<file path="config.mk">
export PLATFORM = sky130hd
export DESIGN_NAME = lrd_decoder
export DESIGN_NICKNAME = d
export VERILOG_FILES = /design/src/rtl/lrd_pkg.sv /design/src/rtl/lrd_lpt_decode.sv /design/src/rtl/lrd_uart_decode.sv /design/src/rtl/lrd_window.sv /design/src/rtl/lrd_prio.sv /design/src/rtl/lrd_decoder.sv
export SDC_FILE = /design/constraint.sdc
export NUM_CORES = 1
export LEC_CHECK = 0
export ABC_AREA = 1
export ABC_CLOCK_PERIOD_IN_PS = 1900
export BUFFER_PORTS_ARGS = -buffer_cell sky130_fd_sc_hd__buf_2
export CORE_MARGIN = 3
export CORE_UTILIZATION = 40
export DETAILED_ROUTE_END_ITERATION = 6
export GPL_ROUTABILITY_DRIVEN = 0
export GPL_TIMING_DRIVEN = 0
export PLACE_DENSITY = 0.83
export SETUP_SLACK_MARGIN = 0.1
export SYNTH_ARGS = -nofsm -noshare
export SYNTH_HDL_FRONTEND = slang
export SYNTH_SLANG_ARGS = --single-unit
</file>
<file path="constraint.sdc">
create_clock -name vclk -period 1.9
set_input_delay 0.095 -clock vclk [all_inputs]
set_output_delay 0.095 -clock vclk [all_outputs]
set_load 0.005 [all_outputs]
</file>
<file path="src/rtl/lrd_pkg.sv">
package lrd_pkg;
  localparam int ADDR_W = 10;
  localparam int IRQ_W  = 4;
  localparam int FN_NUM = 6;

  localparam int FN_PAR  = 0;
  localparam int FN_SER1 = 1;
  localparam int FN_SER2 = 2;
  localparam int FN_FDC  = 3;
  localparam int FN_DSK  = 4;
  localparam int FN_DSK2 = 5;

  // second-level serial table: odd selects the column, set selects the row
  function automatic logic [ADDR_W-1:0] ser_alt_base(input logic odd, input logic [1:0] set);
    logic [ADDR_W-1:0] b;
    unique case ({odd, set})
      3'b000: b = 10'h3E8;
      3'b001: b = 10'h338;
      3'b010: b = 10'h2E8;
      3'b011: b = 10'h220;
      3'b100: b = 10'h2E8;
      3'b101: b = 10'h238;
      3'b110: b = 10'h2E0;
      default: b = 10'h228;
    endcase
    return b;
  endfunction
endpackage

</file>
<file path="src/rtl/lrd_lpt_decode.sv">
module lrd_lpt_decode
  import lrd_pkg::*;
(
  input  logic [1:0]        code_i,
  input  logic              irq_hi_i,
  output logic [ADDR_W-1:0] base_o,
  output logic [IRQ_W-1:0]  irq_o,
  output logic              valid_o
);
  always_comb begin
    valid_o = 1'b1;
    unique case (code_i)
      2'd0: begin base_o = 10'h378; irq_o = irq_hi_i ? 4'd7 : 4'd5; end
      2'd1: begin base_o = 10'h3BC; irq_o = 4'd7; end
      2'd2: begin base_o = 10'h278; irq_o = 4'd5; end
      default: begin base_o = '0; irq_o = '0; valid_o = 1'b0; end
    endcase
  end
endmodule

</file>
<file path="src/rtl/lrd_uart_decode.sv">
module lrd_uart_decode
  import lrd_pkg::*;
(
  input  logic [1:0]        code_i,
  input  logic [1:0]        set_i,
  output logic [ADDR_W-1:0] base_o,
  output logic [IRQ_W-1:0]  irq_o
);
  always_comb begin
    unique case (code_i)
      2'd0:    base_o = 10'h3F8;
      2'd1:    base_o = 10'h2F8;
      default: base_o = ser_alt_base(code_i[0], set_i);
    endcase
    irq_o = code_i[0] ? 4'd3 : 4'd4;
  end
endmodule

</file>
<file path="src/rtl/lrd_window.sv">
module lrd_window #(
  parameter int ADDR_W = 10,
  parameter int SIZE   = 8
) (
  input  logic [ADDR_W-1:0] addr_i,
  input  logic [ADDR_W-1:0] base_i,
  input  logic              en_i,
  output logic              hit_o
);
  localparam logic [ADDR_W:0] SIZE_EXT = (ADDR_W+1)'(SIZE);
  logic [ADDR_W:0] off;
  // extra bit keeps addresses below base out of the window
  assign off   = {1'b0, addr_i} - {1'b0, base_i};
  assign hit_o = en_i && !off[ADDR_W] && (off < SIZE_EXT);
endmodule

</file>
<file path="src/rtl/lrd_prio.sv">
module lrd_prio #(
  parameter int N = 6
) (
  input  logic [N-1:0] req_i,
  output logic [N-1:0] grant_o,
  output logic         none_o
);
  assign grant_o = req_i & (~req_i + N'(1));
  assign none_o  = ~|req_i;
endmodule

</file>
<file path="src/rtl/lrd_decoder.sv">
module lrd_decoder
  import lrd_pkg::*;
#(
  parameter int WIN_BYTES = 8,
  parameter int ALT_WIN_BYTES = 1,
  parameter logic [ADDR_W-1:0] DSK_ALT_OFS = 10'h206
) (
  input  logic [7:0]        en_reg_i,
  input  logic [7:0]        addr_reg_i,
  input  logic [7:0]        pwr_reg_i,
  input  logic [ADDR_W-1:0] io_addr_i,
  output logic [ADDR_W-1:0] par_base_o,
  output logic [IRQ_W-1:0]  par_irq_o,
  output logic [ADDR_W-1:0] ser1_base_o,
  output logic [IRQ_W-1:0]  ser1_irq_o,
  output logic [ADDR_W-1:0] ser2_base_o,
  output logic [IRQ_W-1:0]  ser2_irq_o,
  output logic [ADDR_W-1:0] fdc_base_o,
  output logic [IRQ_W-1:0]  fdc_irq_o,
  output logic [ADDR_W-1:0] dsk_base_o,
  output logic [ADDR_W-1:0] dsk_alt_base_o,
  output logic [IRQ_W-1:0]  dsk_irq_o,
  output logic [FN_NUM-1:0] cs_o,
  output logic              nomatch_o
);
  localparam int NUM_SER = 2;

  logic                    par_valid;
  logic [ADDR_W-1:0]       ser_base [NUM_SER];
  logic [IRQ_W-1:0]        ser_irq  [NUM_SER];
  logic [ADDR_W-1:0]       fn_base  [FN_NUM];
  logic [FN_NUM-1:0]       fn_en;
  logic [FN_NUM-1:0]       fn_hit;

  lrd_lpt_decode u_lpt (
    .code_i   (addr_reg_i[1:0]),
    .irq_hi_i (pwr_reg_i[3]),
    .base_o   (par_base_o),
    .irq_o    (par_irq_o),
    .valid_o  (par_valid)
  );

  for (genvar s = 0; s < NUM_SER; s++) begin : g_ser
    lrd_uart_decode u_uart (
      .code_i (addr_reg_i[2*s+3:2*s+2]),
      .set_i  (addr_reg_i[7:6]),
      .base_o (ser_base[s]),
      .irq_o  (ser_irq[s])
    );
  end

  assign ser1_base_o    = ser_base[0];
  assign ser1_irq_o     = ser_irq[0];
  assign ser2_base_o    = ser_base[1];
  assign ser2_irq_o     = ser_irq[1];
  assign fdc_base_o     = en_reg_i[5] ? 10'h370 : 10'h3F0;
  assign fdc_irq_o      = 4'd6;
  assign dsk_base_o     = en_reg_i[7] ? 10'h170 : 10'h1F0;
  assign dsk_alt_base_o = dsk_base_o + DSK_ALT_OFS;
  assign dsk_irq_o      = 4'd14;

  assign fn_base[FN_PAR]  = par_base_o;
  assign fn_base[FN_SER1] = ser_base[0];
  assign fn_base[FN_SER2] = ser_base[1];
  assign fn_base[FN_FDC]  = fdc_base_o;
  assign fn_base[FN_DSK]  = dsk_base_o;
  assign fn_base[FN_DSK2] = dsk_alt_base_o;

  assign fn_en[FN_PAR]  = en_reg_i[0] & par_valid;
  assign fn_en[FN_SER1] = en_reg_i[1];
  assign fn_en[FN_SER2] = en_reg_i[2];
  assign fn_en[FN_FDC]  = en_reg_i[3];
  assign fn_en[FN_DSK]  = en_reg_i[6];
  assign fn_en[FN_DSK2] = en_reg_i[6];

  for (genvar f = 0; f < FN_NUM; f++) begin : g_win
    localparam int SZ = (f == FN_DSK2) ? ALT_WIN_BYTES : WIN_BYTES;
    lrd_window #(.ADDR_W(ADDR_W), .SIZE(SZ)) u_win (
      .addr_i (io_addr_i),
      .base_i (fn_base[f]),
      .en_i   (fn_en[f]),
      .hit_o  (fn_hit[f])
    );
  end

  lrd_prio #(.N(FN_NUM)) u_prio (
    .req_i   (fn_hit),
    .grant_o (cs_o),
    .none_o  (nomatch_o)
  );
endmodule

</file>
======== After elaboration in Yosys (flattened, before gate mapping) ========
Cells that the tools add are included.
word-level totals
  bits in registers ....................... 0
  bits of input ports ..................... 34
  output and inout port bits .............. 87
  logic and storage cells ................. 73
cells by class
  add/sub/neg operators ................... 8
  order comparisons ....................... 6
  equal/unequal tests ..................... 16
  multiplexer cells ....................... 12
  bitwise operators ....................... 3
  reductions and logical operators ........ 28
operators by type and width
  cell                                                  count
  one-hot mux 9 bit (6 select lines)                    2
  < comparator 11 x 4 -> 1 bit (second input constant)  5
  subtractor 10 x 10 -> 11 bit                          5
  one-hot mux 10 bit (2 select lines)                   2
  one-hot mux 10 bit (3 select lines)                   1
  == test 3 bit (second input constant)                 6
  two-way mux 8 bit                                     2
  == test 3 x 2 -> 1 bit (second input constant)        4
  logical AND 1 bit                                     12
  one-hot mux 4 bit (3 select lines)                    1
  < comparator 11 x 1 -> 1 bit (second input constant)  1
  subtractor 10 x 9 -> 11 bit                           1
  adder 9 x 10 -> 10 bit (second input constant)        1
  zero test 1 bit                                       7
  adder 6 x 1 -> 6 bit (second input constant)          1
  AND 6 bit                                             1
  == test 2 x 1 -> 1 bit (second input constant)        3
  == test 3 x 1 -> 1 bit (second input constant)        2
  zero test 2 bit                                       3
  zero test 3 bit                                       2
  two-way mux 3 bit                                     2
  NOT 6 bit                                             1
  OR reduction 6 bit                                    1
  OR reduction 2 bit                                    2
  other kinds (5)                                       5

======== Longest topological paths before layout ========
Gate-level depths: netlist (run 1).
  depth after elaboration ................. 11
  mapped depth ............................ 15
  mapped depth without buffers ............ 15

======== Hierarchy ========
From an unflattened synthesis (run 1), not the netlist that was laid out.
second synthesis, totals
  cell total of the unflattened synthesis .. 830
  area, all modules ....................... 4184.0 sq um
modules (own cells, without submodules)
  module                           times used  cells an instance  area an instance (sq um)  sequential area each (sq um)
  lrd_window (g_win[0].u_win ...)  4           112                545.5                     0.0
  lrd_window (g_win[5].u_win)      1           143                685.7                     0.0
  lrd_window (g_win[1].u_win)      1           120                593.1                     0.0
  lrd_decoder                      1           42                 292.8                     0.0
  lrd_uart_decode                  2           21                 126.4                     0.0
  lrd_lpt_decode                   1           17                 103.8                     0.0
  lrd_prio                         1           18                 73.8                      0.0

======== Worst setup path after synthesis (run 1) ========
OpenSTA, ideal clock, no wires.
  kind .................................... input port to output port
  start ................................... input addr_reg_i[3]
  end ..................................... output cs_o[1]
  arrival time ............................ 1720 ps
  data required time ...................... 1805 ps
  path slack .............................. 85 ps
  cell stages on the path ................. 13
  path buffers ............................ 0
  cell sequence ........................... nand2_1 -> a21oi_1 -> o21ai_0 -> ha_1 -> inv_1 -> fa_1 -> inv_1 -> nand4_1 -> nor2_1 -> nand3_2 -> a21oi_2 -> inv_1 -> nor2_1
on the way
  longest elaborated chain between the ends .. 9
  elaborated cells on any way between the ends .. 11
  those cells by class .................... add/sub: 2; order compare: 1; eq/ne: 1; mux: 1; bitwise: 2; reduce/logical: 4
RTL lines
  item                                                                                  line                   RTL
  start: declaration                                                                    lrd_decoder.sv:9       input logic [7:0] addr_reg_i,
  == test 2 x 1 -> 1 bit / zero test 2 bit (equally long branches)                      lrd_uart_decode.sv:10  unique case (code_i)
  one-hot mux 10 bit (2 select lines) (*)                                               lrd_uart_decode.sv:10
  named net ser1_base_o[3]                                                              lrd_decoder.sv:14      output logic [ADDR_W-1:0] ser1_base_o,
  subtractor 10 x 10 -> 11 bit (*)                                                      lrd_window.sv:13       assign off = {1'b0, addr_i} - {1'b0, base_i};
  parallel branches: the longest is 2 deep, another holds < comparator 11 x 4 -> 1 bit  --
  logical AND 1 bit (*)                                                                 lrd_window.sv:14       assign hit_o = en_i && !off[ADDR_W] && (off < SIZE_EXT);
  NOT 6 bit                                                                             lrd_prio.sv:8          assign grant_o = req_i & (~req_i + N'(1));
  adder 6 x 1 -> 6 bit                                                                  lrd_prio.sv:8
  AND 6 bit (*)                                                                         lrd_prio.sv:8
  end: declaration                                                                      lrd_decoder.sv:23      output logic [FN_NUM-1:0] cs_o,
Mark *: on every way through the listed nets, which the timed path passes.

======== Worst setup path in the final report (run 1) ========
  start ................................... input addr_reg_i[7]
  end ..................................... output cs_o[4]
on the way
  longest elaborated chain between the ends .. 11
  elaborated cells on any way between the ends .. 33
  those cells by class .................... add/sub: 3; order compare: 2; eq/ne: 12; mux: 4; bitwise: 2; reduce/logical: 10
RTL lines
  item                                                                                  line
  parallel branches: the longest is 8 deep, another holds subtractor 10 x 10 -> 11 bit  --
  NOT 6 bit (*)                                                                         lrd_prio.sv:8
  adder 6 x 1 -> 6 bit (*)                                                              lrd_prio.sv:8
  AND 6 bit (*)                                                                         lrd_prio.sv:8
Mark *: on every way between the ends.

==> metrics.txt, run 1 <==
# TYPE chip_impl_metric gauge
chip_impl_info{name="status",value="complete, but fails checks"} 1
chip_impl_info{name="violated_checks",value="negative setup slack"} 1
chip_impl_metric{name="aggregate_global_route_resource_usage",unit=""} 0.157
chip_impl_metric{name="detailedRoute.firstIterationViolations",unit=""} 67
chip_impl_metric{name="ant_diodes",unit=""} 0
chip_impl_metric{name="report.final.setup_viol",unit=""} 6
chip_impl_metric{name="routed_via_count",unit=""} 1947
chip_impl_metric{name="finalHoldViolCount",unit=""} 0
chip_impl_metric{name="drt_wl_total",unit="mm"} 4.68
chip_impl_metric{name="ys_seq_area_frac",unit=""} 0
chip_impl_metric{name="hold_bufs_at_cts",unit=""} 0
chip_impl_metric{name="syn_to_final_growth",unit="%"} 54.4
chip_impl_metric{name="synth-warning-count",unit=""} 0
chip_impl_metric{name="avgSynthCellArea",unit="sq um"} 5.96
chip_impl_metric{name="final_max_slew_viol_count",unit=""} 0
chip_impl_metric{name="crit_path_max_incr_delay",unit="ns"} 0.41
chip_impl_metric{name="min_period_over_period",unit=""} 1.07
chip_impl_info{name="grt_setup_unrepaired",value="true"} 1
chip_impl_metric{name="ant_nets",unit=""} 0
chip_impl_info{name="setup.worst_path.class",value="in -> out"} 1
chip_impl_metric{name="required",unit="ns"} 1.80
chip_impl_metric{name="initial_core_utilization",unit=""} 0.425
chip_impl_metric{name="critPathArrivalTime",unit="ns"} 1.93
chip_impl_metric{name="final_layout_size_suffix_gt1_frac",unit=""} 0.493
chip_impl_info{name="hold_start",value="en_reg_i[5]"} 1
chip_impl_metric{name="num-nets-final",unit=""} 473
chip_impl_info{name="cp_cell_sequence",value="buf_8 > nand2_4 > a21oi_4 > o21ai_2 > ha_2 > inv_2 > fa_1 > inv_1 > nand4_1 > nor2_1 > nand3_2 > a21oi_4 > nor2_4 > nand3_1 > nor2_1 > buf_2"} 1
chip_impl_metric{name="wl_per_cell",unit="microns"} 10.0
chip_impl_metric{name="synthesized_instance_count",unit=""} 291
chip_impl_metric{name="register_area",unit="sq um"} 0
chip_impl_metric{name="buffer_ports.inserted",unit=""} 63
chip_impl_metric{name="dpl_worst_slack",unit="ns"} -0.291
chip_impl_metric{name="syn_area",unit="sq um"} 1740
chip_impl_metric{name="detailedPlacementHpwl",unit="mm"} 3.67
chip_impl_info{name="holdPathEnd",value="fdc_base_o[7]"} 1
chip_impl_metric{name="netlist-cell-type-count",unit=""} 30
chip_impl_metric{name="power_density",unit="nW/um^2"} 227
chip_impl_metric{name="detail_route.first_pass.iterations",unit=""} 4
chip_impl_info{name="critical_path.slowest_cell",value="fa_1"} 1
chip_impl_metric{name="pin_count_of_the_biggest_net_entering_global_routing",unit=""} 9
chip_impl_metric{name="die_y",unit="microns"} 71.9
chip_impl_metric{name="post-route-drc-count",unit=""} 0
chip_impl_info{name="hp-class",value="in -> out"} 1
chip_impl_metric{name="totalPowerFinal",unit="uW"} 609
chip_impl_metric{name="antenna_found_initial",unit=""} 0
chip_impl_metric{name="max_cap_viol_count",unit=""} 0
chip_impl_info{name="startpoint_class",value="input pin"} 1
chip_impl_metric{name="core_area",unit="sq um"} 4090
chip_impl_metric{name="pin_count",unit=""} 121
chip_impl_metric{name="power.leakage",unit="uW"} 0.00157
chip_impl_metric{name="timing.critical_path.fanout_max",unit=""} 3
chip_impl_metric{name="fmaxAchievable",unit="GHz"} 0.493
chip_impl_metric{name="first_global_vias",unit=""} 1712
chip_impl_metric{name="grt_first_pass_wirelength",unit="mm"} 6.93
chip_impl_metric{name="post-route-worst-setup-slack",unit="ns"} -0.129
chip_impl_metric{name="floorplan.die_area",unit="sq um"} 5160
chip_impl_info{name="critical_path.endpoint_type",value="primary output"} 1
chip_impl_metric{name="fp.dieW",unit="microns"} 71.9
chip_impl_metric{name="final_standard_cell_utilization_of_the_core",unit=""} 0.656
chip_impl_metric{name="vdd_drop_max",unit="V"} 0.000126
chip_impl_metric{name="via_per_inst",unit=""} 4.16
chip_impl_metric{name="design.seq.count",unit=""} 0
chip_impl_metric{name="num-clock-buffers",unit=""} 0
chip_impl_metric{name="gr-total-overflow",unit=""} 0
chip_impl_metric{name="floorplan.rows",unit=""} 23
chip_impl_metric{name="finalCriticalPeriod",unit="ns"} 2.03
chip_impl_metric{name="worst_hold_path.num_cells",unit=""} 3
-- what timing repair did --
action                     4_1_cts  5_1_grt
setup buffers                    6       10
setup endpoints to repair        7        7
pin swaps                       14       23
resized for setup               35       40
-- cells in the final DEF (no fill, tap or decap), types with 3 or more instances in the layout --
| master | synthesis | routed |
|---|---|---|
| conb_1 | 2 | 50 |
| ha_4 | 0 | 3 |
| inv_2 | 8 | 14 |
| inv_1 | 41 | 33 |
| o21ai_1 | 4 | 4 |
| a21oi_1 | 8 | 4 |
| ha_1 | 16 | 11 |
| nand2_1 | 51 | 46 |
| a21oi_4 | 0 | 3 |
| nand3_1 | 11 | 11 |
| buf_4 | 64 | 80 |
| nand2_2 | 11 | 13 |
| nor3_1 | 4 | 4 |
| a21oi_2 | 3 | 4 |
| o21ai_0 | 8 | 6 |
| nor2_2 | 4 | 7 |
| nand4_1 | 6 | 6 |
| buf_8 | 0 | 6 |
| buf_2 | 0 | 53 |
| nor2_1 | 30 | 27 |
-- power breakdown --
group,switching (uW),internal [uW],total (uW)
registers,0,0,0
logic,312,297,609
clock network,0,0,0
-- worst max path at each step --
stage                       start         to  slack [ns]
floorplan           addr_reg_i[5]    cs_o[2]        0.11
global placement    addr_reg_i[0]    cs_o[0]       -0.26
detailed placement  addr_reg_i[0]    cs_o[0]       -0.29
CTS                 addr_reg_i[6]  nomatch_o       -0.14
global route        addr_reg_i[7]    cs_o[2]       -0.27
finish              addr_reg_i[7]    cs_o[4]       -0.13
-- per-stage QoR --
step | area (sq um) | setup TNS, ns | std cells | hold WS (ns)
floorplan | 1920 | 0 | 339 | 0.217
global placement | 2290 | -1.50 | 452 | 0.428
detailed placement | 2290 | -1.85 | 452 | 0.432
CTS | 2450 | -0.833 | 458 | 0.432
global route | 2680 | -1.56 | 468 | 0.437
finish | 2680 | -0.623 | 468 | 0.429
-- cell families after synthesis --
| group | count (synthesis) | share of synthesized area |
|---|---|---|
| buffers and inverters | 115 | 0.387 |
| AO/OA/AOI/OAI | 28 | 0.0988 |
| XOR/XNOR | 1 | 0.00505 |
| other | 2 | 0.00433 |
| adder cells (fa/ha/maj) | 19 | 0.150 |
| AND/OR/NAND/NOR | 126 | 0.355 |
-- cell type report --
class                      instances  area (sq um)
fill                             349          1410
tap                               50          62.6
buffer                            65           484
multi-input combinational        224          1390
inverter                          50           208
timing repair buffer              79           538
-- worst max-delay path, delay by kind of cell --
kind            cells  cell delay, ns
compound gates      3            0.36
fa+ha+maj           2            0.58
buf+inv             4            0.33
simple gates        7            0.57
-- Yosys cell counts, types with 2 or more instances --
library cell	count	share of area
ha_1	16	0.12
nor2_1	30	0.065
a21oi_2	3	0.015
nand3_2	3	0.017
buf_4	64	0.28
a21o_1	2	0.0086
nand3_1	11	0.032
fa_1	3	0.035
inv_2	8	0.017
nand3b_1	2	0.0086
nand2_2	11	0.040
nand2_1	51	0.11
o21ai_0	8	0.023
nand4_1	6	0.022
o21ai_1	4	0.012
nor2_2	4	0.014
a21oi_1	8	0.023
inv_1	41	0.089
conb_1	2	0.0043
nor3_1	4	0.012
-- layer usage --
layer	up-vias	global-route usage	share of wire
met5	-	0	0
met4	0	0.0209	0.0081
met3	5	0.0140	0.088
li1	1051	-	-
met1	802	0.195	0.38
met2	89	0.296	0.52
Power figures use the tool's default switching activity.
==> run 2, diff against run 1 <==
==> constraint.sdc (replaced) <==
create_clock -name vclk -period 1.9
set_input_delay 0.19 -clock vclk [all_inputs]
set_output_delay 0.19 -clock vclk [all_outputs]
set_load 0.005 [all_outputs]
==> metrics.txt, run 2 (synthesis gave the netlist of run 1 again) <==
# TYPE chip_impl_metric gauge
chip_impl_info{name="status",value="complete, but fails checks"} 1
chip_impl_info{name="violated_checks",value="negative setup slack"} 1
chip_impl_metric{name="layout.filler_cells",unit=""} 354
chip_impl_metric{name="share_comb_of_total_power",unit=""} 1.000
chip_impl_info{name="top_library_cells_by_usage_in_the_layout_fill_and_taps_aside",value="71 x buf_4, 54 x buf_2, 50 x conb_1, 48 x nand2_1, 33 x inv_1"} 1
chip_impl_metric{name="final_layout_size_suffix_gt1_frac",unit=""} 0.482
chip_impl_metric{name="max_cap_viol_count",unit=""} 0
chip_impl_metric{name="timing.critical_path.fanout_max",unit=""} 4
chip_impl_metric{name="pin_count_of_the_biggest_net_entering_global_routing",unit=""} 9
chip_impl_metric{name="post-route-worst-setup-slack",unit="ns"} -0.341
chip_impl_metric{name="required",unit="ns"} 1.71
chip_impl_metric{name="buffer_ports.inserted",unit=""} 63
chip_impl_metric{name="wl_per_cell",unit="microns"} 9.98
chip_impl_metric{name="finalCriticalPeriod",unit="ns"} 2.24
chip_impl_metric{name="hold_bufs_at_cts",unit=""} 0
chip_impl_metric{name="min_period_over_period",unit=""} 1.18
chip_impl_metric{name="register_area",unit="sq um"} 0
chip_impl_metric{name="critPathArrivalTime",unit="ns"} 2.05
chip_impl_metric{name="final_max_slew_viol_count",unit=""} 0
chip_impl_info{name="grt_setup_unrepaired",value="true"} 1
chip_impl_metric{name="detailedPlacementHpwl",unit="mm"} 3.83
chip_impl_metric{name="initial_core_utilization",unit=""} 0.425
chip_impl_metric{name="num-clock-buffers",unit=""} 0
chip_impl_metric{name="grt_first_pass_wirelength",unit="mm"} 7.51
chip_impl_info{name="setup.worst_path.class",value="in -> out"} 1
chip_impl_metric{name="ant_diodes",unit=""} 0
chip_impl_metric{name="placed_instance_area",unit="sq um"} 2360
chip_impl_metric{name="multi_input_area",unit="sq um"} 1410
chip_impl_metric{name="first_global_vias",unit=""} 1725
chip_impl_metric{name="power.leakage",unit="uW"} 0.00153
chip_impl_metric{name="antenna_found_initial",unit=""} 0
chip_impl_info{name="crit_end",value="cs_o[5]"} 1
chip_impl_metric{name="floorplan.rows",unit=""} 23
chip_impl_metric{name="p_sw",unit="uW"} 311
chip_impl_metric{name="detailedRoute.firstIterationViolations",unit=""} 78
chip_impl_metric{name="via_per_inst",unit=""} 4.22
chip_impl_metric{name="floorplan.die_area",unit="sq um"} 5160
chip_impl_info{name="startpoint_class",value="input pin"} 1
chip_impl_metric{name="num-nets-final",unit=""} 464
chip_impl_metric{name="detail_route.first_pass.iterations",unit=""} 5
chip_impl_info{name="final_common_cell",value="buf_4"} 1
chip_impl_metric{name="gr-total-overflow",unit=""} 0
chip_impl_metric{name="final_standard_cell_utilization_of_the_core",unit=""} 0.643
chip_impl_metric{name="pin_count",unit=""} 121
chip_impl_metric{name="aggregate_global_route_resource_usage",unit=""} 0.173
chip_impl_metric{name="syn_to_final_growth",unit="%"} 51.3
chip_impl_metric{name="setup_tns",unit="ns"} -1.96
chip_impl_metric{name="swShare",unit=""} 0.522
chip_impl_metric{name="design.seq.count",unit=""} 0
chip_impl_metric{name="power_density",unit="nW/um^2"} 227
chip_impl_info{name="hp-class",value="in -> out"} 1
chip_impl_metric{name="core_area",unit="sq um"} 4090
chip_impl_metric{name="p_int",unit="uW"} 285
chip_impl_info{name="cp-startpoint",value="io_addr_i[3]"} 1
chip_impl_metric{name="routed_via_count",unit=""} 1937
chip_impl_metric{name="vdd_drop_max",unit="V"} 0.000133
chip_impl_metric{name="final_area",unit="sq um"} 2630
chip_impl_metric{name="finalHoldViolCount",unit=""} 0
chip_impl_metric{name="fp.dieW",unit="microns"} 71.9
chip_impl_metric{name="die_y",unit="microns"} 71.9
chip_impl_metric{name="fmaxAchievable",unit="GHz"} 0.446
chip_impl_info{name="critical_path.endpoint_type",value="primary output"} 1
chip_impl_metric{name="drt_wl_total",unit="mm"} 4.58
chip_impl_metric{name="seq_power_share",unit=""} 0
chip_impl_metric{name="report.final.setup_viol",unit=""} 7
chip_impl_metric{name="power_frac_clock",unit=""} 0
chip_impl_metric{name="post-route-drc-count",unit=""} 0
chip_impl_metric{name="ant_nets",unit=""} 0
## run 2: changes by cell type in the layout (fill, tap and decap cells not counted), moves of 2 or more
cell,delta
buf_12,+2
buf_4,-9
buf_8,-3
nand2_1,+2
nand2_2,-2
## run 2: through the flow
stage | power, uW | hold WS [ns] | instances | worst slack, ns
2_1_floorplan | 380 | 0.407 | 339 | 0.00944
5_1_grt | 665 | 0.645 | 459 | -0.504
3_3_place_gp | 502 | 0.623 | 452 | -0.409
4_1_cts | 576 | 0.624 | 457 | -0.375
3_5_place_dp | 517 | 0.624 | 452 | -0.462
6_report | 595 | 0.618 | 459 | -0.341
## run 2: final cells by class
| cell class | instances | share of cell area |
|---|---|---|
| multi-input combinational | 224 | 0.537 |
| buffer | 65 | 0.184 |
| timing repair buffer | 70 | 0.179 |
| inverter | 50 | 0.0753 |
| tap | 50 | 0.0238 |
## run 2: critical path: stages
cell and delay (ns):
buf_2 0.14, inv_1 0.13, ha_2 0.19, inv_2 0.05, fa_2 0.57, inv_2 0.03
nand4_1 0.06, nor2_1 0.04, nand3_1 0.13, a21oi_4 0.06, nor2_4 0.14, nand4_2 0.10
nor2_1 0.10, buf_2 0.12
## run 2: power groups by stage
stage	Combinational, uW	Sequential [uW]	Clock (uW)
2_1_floorplan	380	0	0
3_3_place_gp	502	0	0
3_5_place_dp	517	0	0
4_1_cts	576	0	0
5_1_grt	665	0	0
6_report	595	0	0
## run 2: what timing repair did
item	in CTS	in global routing
pin swaps	13	11
setup endpoints to repair	7	7
resized for setup	46	7
buffers inserted	5	2
## run 2: worst min-delay path by stage
stage          slack (ns)   startpoint                 to  cells after the start
2_1_floorplan        0.41  en_reg_i[5]      fdc_base_o[7]                      1
5_1_grt              0.65  en_reg_i[7]  dsk_alt_base_o[7]                      3
6_report             0.62  en_reg_i[5]      fdc_base_o[7]                      3
3_5_place_dp         0.62  en_reg_i[5]      fdc_base_o[7]                      3
3_3_place_gp         0.62  en_reg_i[7]  dsk_alt_base_o[7]                      3
4_1_cts              0.62  en_reg_i[5]      fdc_base_o[7]                      3
## run 2: per-layer routing
metal	global-route usage	up-vias	wire [microns]	share of wire
li1	-	1032	-	-
met5	0	-	0	0
met1	0.201	831	1750	0.38
met3	0.0196	6	346	0.076
met2	0.337	68	2420	0.53
met4	0.0334	0	65	0.014
